### src/rtl/grp_reorder_pkg.sv
// Shared constants and the timing tag that travels alongside the data.
// Assumes exactly four lanes; the phase width follows from that.
package grp_reorder_pkg;
    localparam int LANE_N = 4;
    localparam int PH_W   = $clog2(LANE_N);

    // Per-cycle control tag carried through the transpose latency.
    typedef struct packed {
        logic            valid;
        logic            sof;
        logic            eof;
        logic [PH_W-1:0] ph;
        logic [PH_W-1:0] act;
    } tag_t;
endpackage

### src/rtl/grp_delay_line.sv
// Fixed shift-register delay of DEPTH cycles (DEPTH >= 1).
// Assumes the data advances every clock, gated by nothing.
module grp_delay_line #(
    parameter int W     = 24,
    parameter int DEPTH = 1
) (
    input  logic         clk,
    input  logic         rst_n,
    input  logic [W-1:0] din,
    output logic [W-1:0] dout
);
    logic [W-1:0] sr [DEPTH];

    // Shift one stage per clock; clear on reset.
    always_ff @(posedge clk) begin
        if (!rst_n) begin
            for (int i = 0; i < DEPTH; i++) sr[i] <= '0;
        end else begin
            sr[0] <= din;
            for (int i = 1; i < DEPTH; i++) sr[i] <= sr[i-1];
        end
    end

    assign dout = sr[DEPTH-1];
endmodule

### src/rtl/grp_frame_ctl.sv
// Frame position counter, boundary latch for size and stream count,
// and the tag pipeline giving each switch lane its delayed phase.
// Assumes the input cycles of a frame are contiguous.
module grp_frame_ctl
    import grp_reorder_pkg::*;
#(
    parameter int PTS_LONG  = 128,
    parameter int PTS_SHORT = 64
) (
    input  logic                        clk,
    input  logic                        rst_n,
    input  logic                        in_valid,
    input  logic                        pt_long,
    input  logic [PH_W-1:0]             stream_cnt,
    output logic [PH_W-1:0]             act_now,
    output logic [LANE_N-1:0][PH_W-1:0] sw_sel,
    output tag_t                        out_tag
);
    localparam int CNT_W = $clog2(PTS_LONG);
    localparam logic [CNT_W-1:0] LAST_L = CNT_W'(PTS_LONG - 1);
    localparam logic [CNT_W-1:0] LAST_S = CNT_W'(PTS_SHORT - 1);

    logic [CNT_W-1:0] cnt;
    logic             long_q;
    logic [PH_W-1:0]  act_q;
    logic             first, long_eff, at_last;
    tag_t             now_tag;
    tag_t             stg [1:LANE_N-1];

    // Frame settings: live inputs at position 0, latched values afterwards.
    always_comb begin
        first    = (cnt == '0);
        long_eff = first ? pt_long : long_q;
        act_now  = first ? stream_cnt : act_q;
        at_last  = (cnt == (long_eff ? LAST_L : LAST_S));
        now_tag  = '{valid: in_valid, sof: in_valid & first,
                     eof: in_valid & at_last, ph: cnt[PH_W-1:0], act: act_now};
    end

    // Position counter with wrap at the frame end and boundary latch.
    always_ff @(posedge clk) begin
        if (!rst_n) begin
            cnt    <= '0;
            long_q <= 1'b1;
            act_q  <= '0;
        end else if (in_valid) begin
            cnt <= at_last ? '0 : cnt + 1'b1;
            if (first) begin
                long_q <= pt_long;
                act_q  <= stream_cnt;
            end
        end
    end

    // Tag pipeline, one stage per cycle of transpose latency.
    always_ff @(posedge clk) begin
        if (!rst_n) begin
            for (int i = 1; i < LANE_N; i++) stg[i] <= '0;
        end else begin
            stg[1] <= now_tag;
            for (int i = 2; i < LANE_N; i++) stg[i] <= stg[i-1];
        end
    end

    genvar p;
    generate
        for (p = 0; p < LANE_N; p++) begin : g_sel
            if (p == 0) begin : g_live
                assign sw_sel[p] = now_tag.ph;
            end else begin : g_dly
                assign sw_sel[p] = stg[p].ph;
            end
        end
    endgenerate

    assign out_tag = stg[LANE_N-1];
endmodule

### src/rtl/grp_lane_switch.sv
// Crossbar: output lane p takes skewed lane sel[p].
// Assumes sel is already aligned to the skew of lane p.
module grp_lane_switch
    import grp_reorder_pkg::*;
#(
    parameter int W = 24
) (
    input  logic [LANE_N-1:0][W-1:0]    din,
    input  logic [LANE_N-1:0][PH_W-1:0] sel,
    output logic [LANE_N-1:0][W-1:0]    dout
);
    // One multiplexer per output lane.
    always_comb begin
        for (int p = 0; p < LANE_N; p++) dout[p] = din[sel[p]];
    end
endmodule

### src/rtl/mstream_group_reorder.sv
// Transposes four parallel streams into same-index groups by
// skew (lane s delayed s), switch, de-skew (lane p delayed 3-p).
// Latency is three cycles; frames of 128 or 64 contiguous cycles.
module mstream_group_reorder
    import grp_reorder_pkg::*;
#(
    parameter int DATA_W    = 12,
    parameter int PTS_LONG  = 128,
    parameter int PTS_SHORT = 64
) (
    input  logic                     clk,
    input  logic                     rst_n,
    input  logic                     in_valid,
    input  logic                     pt_long,
    input  logic [PH_W-1:0]          stream_cnt,
    input  logic [LANE_N*DATA_W-1:0] in_re,
    input  logic [LANE_N*DATA_W-1:0] in_im,
    output logic                     out_valid,
    output logic                     out_sof,
    output logic                     out_eof,
    output logic [PH_W-1:0]          out_stream,
    output logic [LANE_N*DATA_W-1:0] out_re,
    output logic [LANE_N*DATA_W-1:0] out_im
);
    localparam int CW = 2 * DATA_W;

    logic [LANE_N-1:0][CW-1:0]   lane_in, skewed, switched, aligned;
    logic [PH_W-1:0]             act_now;
    logic [LANE_N-1:0][PH_W-1:0] sw_sel;
    tag_t                        otag;
    logic                        grp_active;

    grp_frame_ctl #(.PTS_LONG(PTS_LONG), .PTS_SHORT(PTS_SHORT)) u_ctl (
        .clk(clk), .rst_n(rst_n), .in_valid(in_valid), .pt_long(pt_long),
        .stream_cnt(stream_cnt), .act_now(act_now), .sw_sel(sw_sel),
        .out_tag(otag)
    );

    genvar s;
    generate
        for (s = 0; s < LANE_N; s++) begin : g_skew
            // Inactive streams and idle cycles enter as zeros.
            assign lane_in[s] = (in_valid && (PH_W'(s) <= act_now)) ?
                {in_re[s*DATA_W +: DATA_W], in_im[s*DATA_W +: DATA_W]} : '0;
            if (s == 0) begin : g_direct
                assign skewed[s] = lane_in[s];
            end else begin : g_line
                grp_delay_line #(.W(CW), .DEPTH(s)) u_dl (
                    .clk(clk), .rst_n(rst_n), .din(lane_in[s]), .dout(skewed[s])
                );
            end
        end
    endgenerate

    grp_lane_switch #(.W(CW)) u_sw (.din(skewed), .sel(sw_sel), .dout(switched));

    generate
        for (s = 0; s < LANE_N; s++) begin : g_deskew
            if (s == LANE_N - 1) begin : g_direct
                assign aligned[s] = switched[s];
            end else begin : g_line
                grp_delay_line #(.W(CW), .DEPTH(LANE_N - 1 - s)) u_dl (
                    .clk(clk), .rst_n(rst_n), .din(switched[s]), .dout(aligned[s])
                );
            end
        end
    endgenerate

    // Output qualification: stream must be active in its frame.
    always_comb begin
        grp_active = otag.valid && (otag.ph <= otag.act);
        out_valid  = grp_active;
        out_sof    = otag.sof;
        out_eof    = otag.eof;
        out_stream = otag.valid ? otag.ph : '0;
        for (int p = 0; p < LANE_N; p++) begin
            out_re[p*DATA_W +: DATA_W] = grp_active ? aligned[p][CW-1:DATA_W] : '0;
            out_im[p*DATA_W +: DATA_W] = grp_active ? aligned[p][DATA_W-1:0]  : '0;
        end
    end
endmodule

### config.mk
export PLATFORM = sky130hd
export DESIGN_NAME = mstream_group_reorder
export DESIGN_NICKNAME = d
export VERILOG_FILES = /design/src/rtl/grp_reorder_pkg.sv /design/src/rtl/grp_delay_line.sv /design/src/rtl/grp_frame_ctl.sv /design/src/rtl/grp_lane_switch.sv /design/src/rtl/mstream_group_reorder.sv
export SDC_FILE = /design/constraint.sdc
export NUM_CORES = 1
export LEC_CHECK = 0
export ABC_AREA = 1
export CORE_MARGIN = 10
export CORE_UTILIZATION = 35
export DETAILED_ROUTE_END_ITERATION = 10
export HOLD_SLACK_MARGIN = 0.05
export PLACE_DENSITY = 0.53
export SLEW_MARGIN = 20
export SYNTH_ARGS = -nofsm -noshare
export SYNTH_HDL_FRONTEND = slang
export SYNTH_HIERARCHICAL = 1
export SYNTH_SLANG_ARGS = --single-unit
### constraint.sdc
create_clock -name clk -period 2.7 [get_ports clk]
set_input_delay 0.27 -clock clk [delete_from_list [all_inputs] [get_ports clk]]
set_output_delay 0.27 -clock clk [all_outputs]
set_load 0.02 [all_outputs]
Word-level counts from Yosys, hierarchy flattened:

Memory sizes are Yosys's and may differ from the RTL's.
Index checks and enable logic that the tools add are counted.

* add/subtract/negate cells: 1
* order comparisons: 9
* equal/unequal tests: 1
* muxes and demuxes: 44
* bitwise gates (word level): 15
* reductions and logical operators: 8

Operators with widths (count)
* $mux W24: 20
* $bmux W24 S2: 4
* $mux W12: 8
* $reduce_or A24 Y1: 2
* $mux W7: 5
* $or A1 B1 Y1: 13
* $lt A2 B3 Y1 const B: 4
* $add A7 B1 Y7 const B: 1
* $eq A7 B7 Y1: 1
* $logic_not A7 Y1: 1
* $logic_and A1 B1 Y1: 5
* $mux W1: 5
* $le A1 B2 Y1 const A: 2
* $le A2 B2 Y1 const A: 2
* $mux W2: 2
* $and A1 B1 Y1: 2
* $le A2 B2 Y1: 1

* register bits: 10
* RAM bits: 309
* output and inout port bits: 101
* word-level logic and storage cells: 88
* memories kept: 7

Memory list
* g_deskew[0].g_line.u_dl.sr: depth 3, bits a word 24, read ports 3, clocked after Yosys merged registers in 0, wr ports 3, line grp_delay_line.sv:12 `logic [W-1:0] sr [DEPTH];`
* g_skew[3].g_line.u_dl.sr: depth 3, bits a word 24, read ports 3, clocked after Yosys merged registers in 0, wr ports 3, line grp_delay_line.sv:12
* g_deskew[1].g_line.u_dl.sr: depth 2, bits a word 24, read ports 2, clocked after Yosys merged registers in 0, wr ports 2, line grp_delay_line.sv:12
* g_skew[2].g_line.u_dl.sr: depth 2, bits a word 24, read ports 2, clocked after Yosys merged registers in 0, wr ports 2, line grp_delay_line.sv:12
* g_deskew[2].g_line.u_dl.sr: depth 1, bits a word 24, read ports 1, clocked after Yosys merged registers in 0, wr ports 1, line grp_delay_line.sv:12
* g_skew[1].g_line.u_dl.sr: depth 1, bits a word 24, read ports 1, clocked after Yosys merged registers in 0, wr ports 1, line grp_delay_line.sv:12
* +1 memories

Longest topological paths before layout:

Gate-level depths: netlist of run 1.

* word-level depth: 8
* mapped depth: 14

Modules after synthesis:

The synthesis of run 1 kept the hierarchy.

By module, submodules not included
* grp_delay_line (g_deskew[0].g_line.u_dl ...): instances 2, cells an instance 248, area an instance 2252.2 µm², seq. area each 1441.4 µm²
* grp_lane_switch: instances 1, cells an instance 836, area an instance 3514.6 µm², seq. area each 0.0 µm²
* grp_delay_line (g_deskew[1].g_line.u_dl ...): instances 2, cells an instance 173, area an instance 1541.5 µm², seq. area each 960.9 µm²
* mstream_group_reorder: instances 1, cells an instance 422, area an instance 1727.9 µm², seq. area each 0.0 µm²
* grp_delay_line (g_deskew[2].g_line.u_dl ...): instances 2, cells an instance 74, area an instance 683.2 µm², seq. area each 480.5 µm²
* grp_frame_ctl: instances 1, cells an instance 162, area an instance 1282.5 µm², seq. area each 620.6 µm²

Worst setup path after synthesis of run 1:

No wires, ideal clock.

* path type: reg-to-reg
* from: register u_ctl.cnt[0]
* to: memory g_skew[1].g_line.u_dl.sr[0][10]
* library setup time: 109 ps
* arrival: 1754 ps
* data required time: 2591 ps
* setup slack: 837 ps
* cell stages (with the launch flop): 14
* path buffers: 2
* path through: dfxtp_1 -> inv_1 -> ha_1 -> inv_1 -> nor2_1 -> nand3_2 -> nand2_1 -> nand2_1 -> buf_4 -> o21ai_1 -> buf_2 -> nor2_1 -> nand2_1 -> inv_1

RTL lines
* from (decl): line grp_frame_ctl.sv:23 `logic [CNT_W-1:0] cnt;`
* from (signal assigned): line grp_frame_ctl.sv:47 `cnt <= at_last ? '0 : cnt + 1'b1;`
* to (decl): line grp_delay_line.sv:12

==> metrics.md, run 1 <==
| Metric | Value |
|---|---|
| Outcome | `complete, no violations` |
| Switching part of the total | `24.61%` |
| Placed Area | `16910 um2` |
| Worst path slowest cell | `clkdlybuf4s50_1` |
| Die W | `230.3 um` |
| Overall Global Routing Usage | `16.12%` |
| Flop pwr share | `45.2%` |
| Post-DRT Antenna Nets | `0` |
| Cell mode on critical path | `nand2_1` |
| Largest net degree at the start of global routing | `83` |
| Logic pwr share | `11.0%` |
| WL met2 | `18.89 mm` |
| Hold buffer count at CTS | `0` |
| Final Setup Violations | `0` |
| I/O pins | `203` |
| Clk pwr share | `43.8%` |
| RSZ-0062 raised after global routing | `false` |
| Critical Path Start Type | `flip-flop` |
| Share of layout cells above drive strength 1 | `7.646%` |
| Detailed-route via count | `13000` |
| Net load switching power | `2.696 mW` |
| Met3 wire length | `3.512 mm` |
| Tmin final | `2.585 ns` |
| WL per Instance | `14.31 um` |
| Design area | `18030 um2` |
| Row count | `76` |
| CP Cell Sequence | `inv_1 > ha_1 > nand2_1 > nand2_1 > nand2_1 > nand2_8 > nor2_2 > clkdlybuf4s50_1` |
| Syn Inst Count | `2410` |
| VDD IR max | `297.0 uV` |
| Slowest stage delay, CP | `0.61 ns` |
| Commonest non-fill, non-tap cell in the layout | `nand2_1` |
| Final hold violations | `0` |
| Drt pass-1 iters | `6` |
| Met1 WL | `20.59 mm` |
| DRC Markers | `0` |
| Inserted Clock Buffers | `36` |
| Initial core utilization | `35.70%` |
| Die height | `230.3 um` |
| Post-DP HPWL | `30.38 mm` |
| Uppermost layer routed | `met5` |
| Clk_skew | `0.009860 ns` |
| Initial antenna violation count | `2` |
| First-pass GRT wire length | `68.82 mm` |
| CP Class | `flip-flop to output pin` |
| FF+latch count, synth | `319` |
| Setup tns final | `0 ns` |
| Post-synth cell types | `27` |
| Measured slew at the worst slew-check pin | `0.8098 ns` |
| Worst-path clk slew | `0.06 ns` |
| Synth Net Count | `2516` |
| Area grow syn2layout | `16.51%` |
| Max transition margin | `45.96%` |
| Port Buffers | `202` |
| Avg Cell Area, Syn | `6.423 um2` |
| Synth Warn # | `6` |
| Die Area | `53040 um2` |
| Hold Crit Class | `primary input to flip-flop` |
| Number of max-cap violations | `0` |
| Grt ovf | `0` |
| CTS max path bufs | `3` |
| Int Power | `8.260 mW` |
| Core area | `43360 um2` |
| H-Tree Level Count | `2` |
| CP max FO | `9` |
| Via density | `4.232` |
| WP data arrival | `2.32 ns` |
| CTS root buffer | `clkbuf_16` |
| Max Clk Rate | `0.3868 GHz` |
| DRT Wirelength | `43.93 mm` |
| PD cells | `607.5 nW/um2` |
| Filler instances | `4744` |
| Setup crit end kind | `output pin` |
| Drt initial violations | `1024` |
| CTS tree | `done` |
| CP required | `2.43 ns` |
| Commonest cells after routing, fill and taps aside | `nand2_1 (838), inv_1 (596), dfxtp_1 (315)` |
| TritonCTS sink count | `319` |
| Gpl congestion | `0.8393` |
| Max-slew violations | `0` |
| Vias in the first global route | `12310` |
| Part of the cycle the worst path needs | `95.76%` |
| LEAKAGE | `11.22 nW` |
| Nets | `2569` |
| Seq/Total Area, Yosys | `41.26%` |
| Synthesized area | `15480 um2` |
| Latest clock arrival within the worst-skew pair | `0.52 ns` |
==> worst max-delay path, delay by kind of cell (launching register included) <==
family,cells,cell delay (ns)
buffers and inverters,2,0.65
adders and majority gates,1,0.29
DFF,1,0.32
and+or+nand+nor,5,0.54
==> worst paths after layout <==
path | endpoint | cells past startpoint | slack, ns | start
worst max-delay path | out_re[33] | 8 | 0.11 | u_ctl/stg[0][15]$_SDFF_PN0_
worst min-delay path | u_ctl/stg[0][12]$_SDFF_PN0_ | 3 | 0.17 | rst_n
worst max register to register | g_skew[2].g_line.u_dl/sr[0][17]$_SDFF_PN0_ | 13 | 0.47 | u_ctl/cnt[0]$_SDFFE_PN0P_
worst min register to register | g_deskew[0].g_line.u_dl/sr[0][39]$_SDFF_PN0_ | 2 | 0.40 | g_deskew[0].g_line.u_dl/sr[0][15]$_SDFF_PN0_
==> registers in the layout (all words and copies together), names as in the netlist <==
name,flops
g_deskew.g_line.u_dl/sr,144
g_skew.g_line.u_dl/sr,144
u_ctl/stg,21
u_ctl/cnt,7
u_ctl/act_q,2
u_ctl/long_q,1
==> layer usage <==
layer | GRT usage, % | vias to the layer above
li1 | - | 6762
met1 | 21.93 | 5661
met2 | 24.69 | 496
met3 | 3.989 | 75
met4 | 4.769 | 2
met5 | 0 | -
==> power groups by stage <==
stage / registers (mW) / clock network [mW] / logic [mW]
after CTS: 4.96 / 4.96 / 1.21
final: 4.95 / 4.80 / 1.21
after global placement: 5.06 / 0 / 1.20
after detailed placement: 5.06 / 0 / 1.21
after floorplan: 5.04 / 0 / 0.868
after global routing: 4.97 / 5.13 / 1.37
==> cells by family after synthesis <==
logic type,count (synthesis),share of synthesized area [%]
simple gates,1225,32.08
flops,319,41.26
fa+ha+maj,4,0.3233
buf+inv,850,25.89
compound gates,11,0.3961
xor+xnor,1,0.05659
==> timing repair <==
action                                 CTS  global route
setup endpoints to repair               67            10
resized for setup                       70             1
pin swaps                                0             1
endpoints found under the hold margin    0             0
buffers inserted                         0             3
==> stage by stage <==
step	instances	hold WS (ns)	setup WS [ns]	power, mW	util, %
2_1_floorplan	2410	0.3635	0.8371	5.908	-
3_3_place_gp	3007	0.3938	0.3423	6.255	39.00
3_5_place_dp	3007	0.3953	0.3443	6.267	39.00
4_1_cts	3067	0.1769	0.03689	11.12	41.52
5_1_grt	3070	0.1996	0.01340	11.47	41.59
6_report	3071	0.1707	0.1145	10.96	41.59
==> layout make-up <==
| type | instances | area (um2) | area share, % |
|---|---|---|---|
| clock inverters | 12 | 142.6 | 0.7909 |
| clock buffers | 48 | 1017 | 5.640 |
| flip-flops and latches | 319 | 6391 | 35.44 |
| inverters | 625 | 2351 | 13.04 |
| diodes | 1 | 2.502 | 0.01388 |
| multi-input cells | 1241 | 5102 | 28.29 |
| repair buffers | 240 | 2296 | 12.73 |
| well taps | 585 | 732.0 | 4.059 |
==> Yosys cell counts, drive strengths merged <==
master	instances	share of area, %
nand2	839	20
inv	624	15
dfxtp	319	41
buf	216	10
nand3	199	6.5
nor2	182	4.9
clkbuf	9	0.22
a21oi	4	0.13
ha	4	0.32
o21ai	4	0.13
nand4	2	0.081
nor3	2	0.14
a211oi	1	0.049
a31oi	1	0.040
clkinv	1	0.024
nor3b	1	0.049
o211ai	1	0.049
xnor2	1	0.057
No activity file was read; power rests on OpenSTA's default activity.
==> run 2: changes to the inputs <==
Settings changed: CTS_BUF_LIST set to sky130_fd_sc_hd__clkbuf_8 sky130_fd_sc_hd__clkbuf_16.
==> run 2 against run 1 <==
Effect of this change: setup slack better by 0.0024 ns; global-route usage did not move; sequential share of layout area unchanged; hold slack better by 0.0019 ns; first-iteration DRC count rose by 5.5%; wire length grew 0.13%; largest power group unchanged; utilization unchanged; maximum frequency about the same.
==> metrics.md, run 2 (synthesized netlist as in run 1, its figures left out) <==
| Metric | Value |
|---|---|
| Setup tns final | `0 ns (unchanged)` |
| Share of layout cells above drive strength 1 | `7.646% (unchanged)` |
| CP Class | `flip-flop to output pin` |
| Final hold violations | `0 (unchanged)` |
| Max transition margin | `48.42% (+2.5 points)` |
| Part of the cycle the worst path needs | `95.67% (about the same)` |
| Port Buffers | `202 (unchanged)` |
| Commonest cells after routing, fill and taps aside | `nand2_1 (838), inv_1 (602), dfxtp_1 (315)` |
| Post-DP HPWL | `30.38 mm (unchanged)` |
| Number of max-cap violations | `0 (unchanged)` |
| Detailed-route via count | `12950 (-0.36%)` |
| H-Tree Level Count | `2 (unchanged)` |
| First-pass GRT wire length | `68.82 mm (unchanged)` |
| Setup crit end kind | `output pin` |
| Latest clock arrival within the worst-skew pair | `0.52 ns (about the same)` |
| PD cells | `606.3 nW/um2 (-0.19%)` |
| VDD IR max | `296.7 uV (-0.11%)` |
| Core area | `43360 um2 (unchanged)` |
| WL per Instance | `14.32 um (+0.13%)` |
| CP required | `2.43 ns (about the same)` |
| Via density | `4.217 (-0.36%)` |
| CTS root buffer | `clkbuf_16` |
| Initial core utilization | `35.70% (unchanged)` |
| Area grow syn2layout | `16.51% (unchanged)` |
| Tmin final | `2.583 ns (-0.002413 ns)` |
| I/O pins | `203 (unchanged)` |
| Drt pass-1 iters | `6 (unchanged)` |
| Die height | `230.3 um (unchanged)` |
| TritonCTS sink count | `319 (unchanged)` |
| Outcome | `complete, no violations` |
| WP data arrival | `2.31 ns (about the same)` |
| Die Area | `53040 um2 (unchanged)` |
| Gpl congestion | `0.8393 (unchanged)` |
| Die W | `230.3 um (unchanged)` |
| Row count | `76 (unchanged)` |
| DRC Markers | `0 (unchanged)` |
| Post-DRT Antenna Nets | `0 (unchanged)` |
| CP max FO | `9 (unchanged)` |
| Max Clk Rate | `0.3871 GHz (about the same)` |
| Fin util | `41.59% (unchanged)` |
| Hold buffer count at CTS | `0 (unchanged)` |
| Clk_skew | `0.009154 ns (-0.0007059 ns)` |
| Final Setup Violations | `0 (unchanged)` |
| CTS max path bufs | `3 (unchanged)` |
| Hold Crit Class | `primary input to flip-flop` |
| Grt ovf | `0 (unchanged)` |
| Drt initial violations | `1080 (+5.5%)` |
| Largest net degree at the start of global routing | `83 (unchanged)` |
| Overall Global Routing Usage | `16.12% (unchanged)` |
| Critical Path Start Type | `flip-flop` |
| Worst-path clk slew | `0.06 ns (about the same)` |
| RSZ-0062 raised after global routing | `false` |
| Commonest non-fill, non-tap cell in the layout | `nand2_1` |
| LEAKAGE | `11.25 nW (+0.22%)` |
| Max-slew violations | `0 (unchanged)` |
| Measured slew at the worst slew-check pin | `0.7728 ns (-0.03691 ns)` |
| Largest regs | `g_deskew.g_line.u_dl/sr x144, g_skew.g_line.u_dl/sr x144, u_ctl/stg x21` |
| Initial antenna violation count | `2 (unchanged)` |
| Inserted Clock Buffers | `36 (unchanged)` |
| Nets | `2569 (unchanged)` |
| CTS tree | `done` |
| DRT Wirelength | `43.99 mm (+0.13%)` |
| Vias in the first global route | `12310 (unchanged)` |
[run 2: layout make-up]
cell class	count	area, um2
diodes	1	2.502
clock buffers	42	994.7
clock inverters	18	165.2
fillers	4744	25330
inverters	625	2351
multi-input cells	1241	5102
flip-flops and latches	319	6391
well taps	585	732.0
repair buffers	240	2296
[run 2: repair_timing]
action	CTS	global route
endpoints found under the setup margin	67	10
buffers inserted	0	3
gates resized for setup	70	1
pin swaps	0	1
[run 2: final timing paths]
kind	endpoint	cells past startpoint	slack (ns)	from
setup / recovery	out_re[33]	8	0.12	u_ctl/stg[0][15]$_SDFF_PN0_
hold / removal	u_ctl/stg[0][11]$_SDFF_PN0_	3	0.17	rst_n
setup reg to reg	g_skew[2].g_line.u_dl/sr[0][17]$_SDFF_PN0_	13	0.47	u_ctl/cnt[0]$_SDFFE_PN0P_
hold reg to reg	g_skew[3].g_line.u_dl/sr[0][54]$_SDFF_PN0_	2	0.41	g_skew[3].g_line.u_dl/sr[0][30]$_SDFF_PN0_
[run 2: where the power goes]
part	switching [mW]	total, mW	internal, mW
Clock	1.88	4.77	2.90
Sequential	0.0541	4.95	4.90
Combinational	0.768	1.21	0.439
Total	2.70	10.9	8.24
[run 2: metrics by stage]
stage / hold slack, ns / area (um2) / setup slack [ns] / power, mW / std cells
floorplan: 0.3635 / 15480 / 0.8371 / 5.908 / 2410
global placement: 0.3938 / 16910 / 0.3423 / 6.255 / 3007
detailed placement: 0.3953 / 16910 / 0.3443 / 6.267 / 3007
CTS: 0.1769 / 18000 / 0.03689 / 11.10 / 3067
global route: 0.1996 / 18030 / 0.01340 / 11.45 / 3070
finish: 0.1726 / 18030 / 0.1169 / 10.94 / 3071
[run 2: layer usage]
| metal | GRT usage, % | share of wire (%) | vias up |
|---|---|---|---|
| met3 | 3.989 | 7.8 | 80 |
| met5 | 0 | 0.030 | - |
| met1 | 21.93 | 47 | 5636 |
| met2 | 24.69 | 43 | 471 |
| li1 | - | - | 6760 |
| met4 | 4.769 | 2.1 | 2 |
[run 2: worst max-delay path: stages, from the launching register on]
cell	delay, ns
dfxtp_1	0.31
inv_1	0.04
ha_1	0.29
nand2_1	0.07
nand2_1	0.05
nand2_1	0.15
nand2_8	0.15
nor2_2	0.12
clkdlybuf4s50_1	0.61
==> run 3: changes to the inputs <==
--- a/config.mk
+++ b/config.mk
@@ -8,2 +8,3 @@
 export ABC_AREA = 1
+export ABC_CLOCK_PERIOD_IN_PS = 2900
 export CORE_MARGIN = 10
==> constraint.sdc (replaced) <==
create_clock -name clk -period 2.9 [get_ports clk]
set_input_delay 0.58 -clock clk [delete_from_list [all_inputs] [get_ports clk]]
set_output_delay 0.58 -clock clk [all_outputs]
set_load 0.02 [all_outputs]
==> run 3 against run 2 <==
Effect of this change: clock power down 7.5%; critical endpoint is now out_re[43]; wire length grew 2.2%; clock skew up 0.00068 ns; sequential share of layout area barely moved; register-to-register slack gained 0.35 ns; global-route usage up 0.45 points; hold slack better by 0.23 ns; clock-buffer cell count grew 2; critical path depth rose by 1; non-clock buffer count shrank 2; die area unchanged.
==> metrics.md, run 3 (synthesized netlist as in run 1, its figures left out) <==
| Metric | Value |
|---|---|
| Int Power | `7.627 mW (-7.4%)` |
| Cell mode on critical path | `nand2_1` |
| Detailed-route via count | `12850 (-0.77%)` |
| I/O pins | `203 (unchanged)` |
| Hold Crit Class | `flip-flop to flip-flop` |
| LEAKAGE | `11.18 nW (-0.61%)` |
| Switching part of the total | `24.85% (+0.18 points)` |
| Largest regs | `g_deskew.g_line.u_dl/sr x144, g_skew.g_line.u_dl/sr x144, u_ctl/stg x21` |
| CTS root buffer | `clkbuf_16` |
| WL per Instance | `14.66 um (+2.4%)` |
| Max Clk Rate | `0.3612 GHz` |
| Die Area | `53040 um2 (unchanged)` |
| CP max FO | `48 (+39)` |
| CP Cell Sequence | `inv_1 > ha_1 > nand2_1 > nand2_1 > nand2_1 > nand2_4 > buf_12 > nor2_1 > clkdlybuf4s15_1` |
| Post-DRT Antenna Nets | `0 (unchanged)` |
| Commonest cells after routing, fill and taps aside | `nand2_1 (838), inv_1 (598), dfxtp_1 (315)` |
| Fin Hold WS | `0.4072 ns (+0.2345 ns)` |
| Share of layout cells above drive strength 1 | `7.705% (+0.059 points)` |
| CP Class | `flip-flop to output pin` |
| Inserted Clock Buffers | `35 (-2.8%)` |
| Worst path slowest cell | `clkdlybuf4s15_1` |
| PD cells | `563.1 nW/um2 (-7.1%)` |
| Drt pass-1 iters | `5 (-1)` |
| RSZ-0062 raised after global routing | `false` |
| DRT Wirelength | `44.94 mm (+2.2%)` |
| Setup crit end kind | `output pin` |
| Max transition margin | `37.31% (-11 points)` |
| Overall Global Routing Usage | `16.57% (+0.45 points)` |
| VDD IR max | `342.6 uV (+15%)` |
| DRC Markers | `0 (unchanged)` |
| CTS tree | `done` |
| Vias in the first global route | `12650 (+2.8%)` |
| Clk pwr share | `43.5% (-0.2 points)` |
| Die height | `230.3 um (unchanged)` |
| Area grow syn2layout | `16.43% (about the same)` |
| Number of max-cap violations | `0 (unchanged)` |
| Area of the multi-input gates | `5096 um2 (-0.12%)` |
| Net load switching power | `2.522 mW (-6.5%)` |
| Fin util | `41.56% (about the same)` |
| Filler instances | `4691 (-1.1%)` |
| Largest net degree at the start of global routing | `68 (-18%)` |
| Latest clock arrival within the worst-skew pair | `0.52 ns (about the same)` |
| Initial antenna violation count | `4 (+2)` |
| Hold buffer count at CTS | `0 (unchanged)` |
| Setup tns final | `0 ns (unchanged)` |
| Tmin final | `2.768 ns` |
| Part of the cycle the worst path needs | `95.46%` |
| First-pass GRT wire length | `70.08 mm (+1.8%)` |
| CTS max path bufs | `3 (unchanged)` |
| Number of post-CTS setup repair buffers | `0 (unchanged)` |
| WP data arrival | `2.19 ns (-0.12 ns)` |
| Critical Path Start Type | `flip-flop` |
| Initial core utilization | `35.70% (unchanged)` |
| Register area | `6391 um2 (unchanged)` |
| Slowest stage delay, CP | `0.32 ns (-0.29 ns)` |
| Flop pwr share | `45.5% (+0.2 points)` |
| Nets | `2566 (-0.12%)` |
| Port Buffers | `202 (unchanged)` |
| Measured slew at the worst slew-check pin | `0.9392 ns (+0.1664 ns)` |
| Crit-path leading delay family | `buffers and inverters` |
| Die W | `230.3 um (unchanged)` |
| Max-slew violations | `0 (unchanged)` |
| Outcome | `complete, no violations` |
| TritonCTS sink count | `319 (unchanged)` |
| Final Setup Violations | `0 (unchanged)` |
| Worst-path clk slew | `0.06 ns (about the same)` |
| Core area | `43360 um2 (unchanged)` |
| Drt initial violations | `887 (-18%)` |
| CP required | `2.32 ns (-0.11 ns)` |
| Post-DP HPWL | `31.00 mm (+2.0%)` |
| Clk_skew | `0.009834 ns (+0.0006807 ns)` |
| Logic pwr share | `11.1% (about the same)` |
| Via density | `4.192 (-0.58%)` |
| Row count | `76 (unchanged)` |
| Grt ovf | `0 (unchanged)` |
| H-Tree Level Count | `2 (unchanged)` |
| Worst path bufs/invs | `3 (+1)` |
| Gpl congestion | `0.8475 (+0.98%)` |
| Final hold violations | `0 (unchanged)` |
| Commonest non-fill, non-tap cell in the layout | `nand2_1` |
| # resized after CTS | `70 (unchanged)` |
[run 3: power by group through the flow]
stage	logic [mW]	registers (mW)	clock network [mW]
finish	1.12	4.61	4.41
global route	1.28	4.63	4.70
CTS	1.13	4.61	4.54
detailed placement	1.13	4.71	0
global placement	1.12	4.71	0
floorplan	0.808	4.69	0
[run 3: per-stage QoR]
step	setup slack [ns]	cell area [um2]	total power, mW	std cells
after floorplan	0.7684	15480	5.500	2410
after global placement	0.1532	16960	5.833	3008
after global routing	0.0001505	18020	10.60	3065
final	0.1318	18020	10.15	3065
after detailed placement	0.1409	16960	5.840	3008
after CTS	0.07169	18010	10.28	3064
[run 3: worst register-to-register path: stages (launching register included)]
cell	delay, ns
dfxtp_2	0.34
inv_1	0.12
ha_1	0.17
inv_1	0.04
nor2_1	0.13
nand3_2	0.15
inv_1	0.10
nand2_1	0.07
nand2_1	0.13
nand2_1	0.25
buf_4	0.29
nor2_1	0.12
nand2_1	0.06
inv_1	0.06
[run 3: final timing paths]
kind | from | end | slack [ns] | cells after the start
worst min-delay path | u_ctl/stg[0][11]$_SDFF_PN0_ | u_ctl/stg[0][18]$_SDFF_PN0_ | 0.41 | 2
worst min register to register | u_ctl/stg[0][11]$_SDFF_PN0_ | u_ctl/stg[0][18]$_SDFF_PN0_ | 0.41 | 2
worst max-delay path | u_ctl/stg[0][15]$_SDFF_PN0_ | out_re[43] | 0.13 | 9
worst max register to register | u_ctl/cnt[0]$_SDFFE_PN0P_ | g_skew[2].g_line.u_dl/sr[0][1]$_SDFF_PN0_ | 0.82 | 13
[run 3: cell type report]
class | count | share of cell area [%]
flip-flops and latches | 319 | 35.46
multi-input cells | 1241 | 28.28
inverters | 625 | 13.07
repair buffers | 238 | 12.80
clock buffers | 44 | 5.672
well taps | 585 | 4.061
clock inverters | 12 | 0.6457
diodes | 1 | 0.01389
[run 3: layer usage]
metal,vias up,track usage [%],part of all wire [%]
met5,-,0,0.058
met4,6,5.879,2.6
met3,81,3.780,7.1
met2,391,25.64,43
met1,5630,22.16,47
li1,6741,-,-
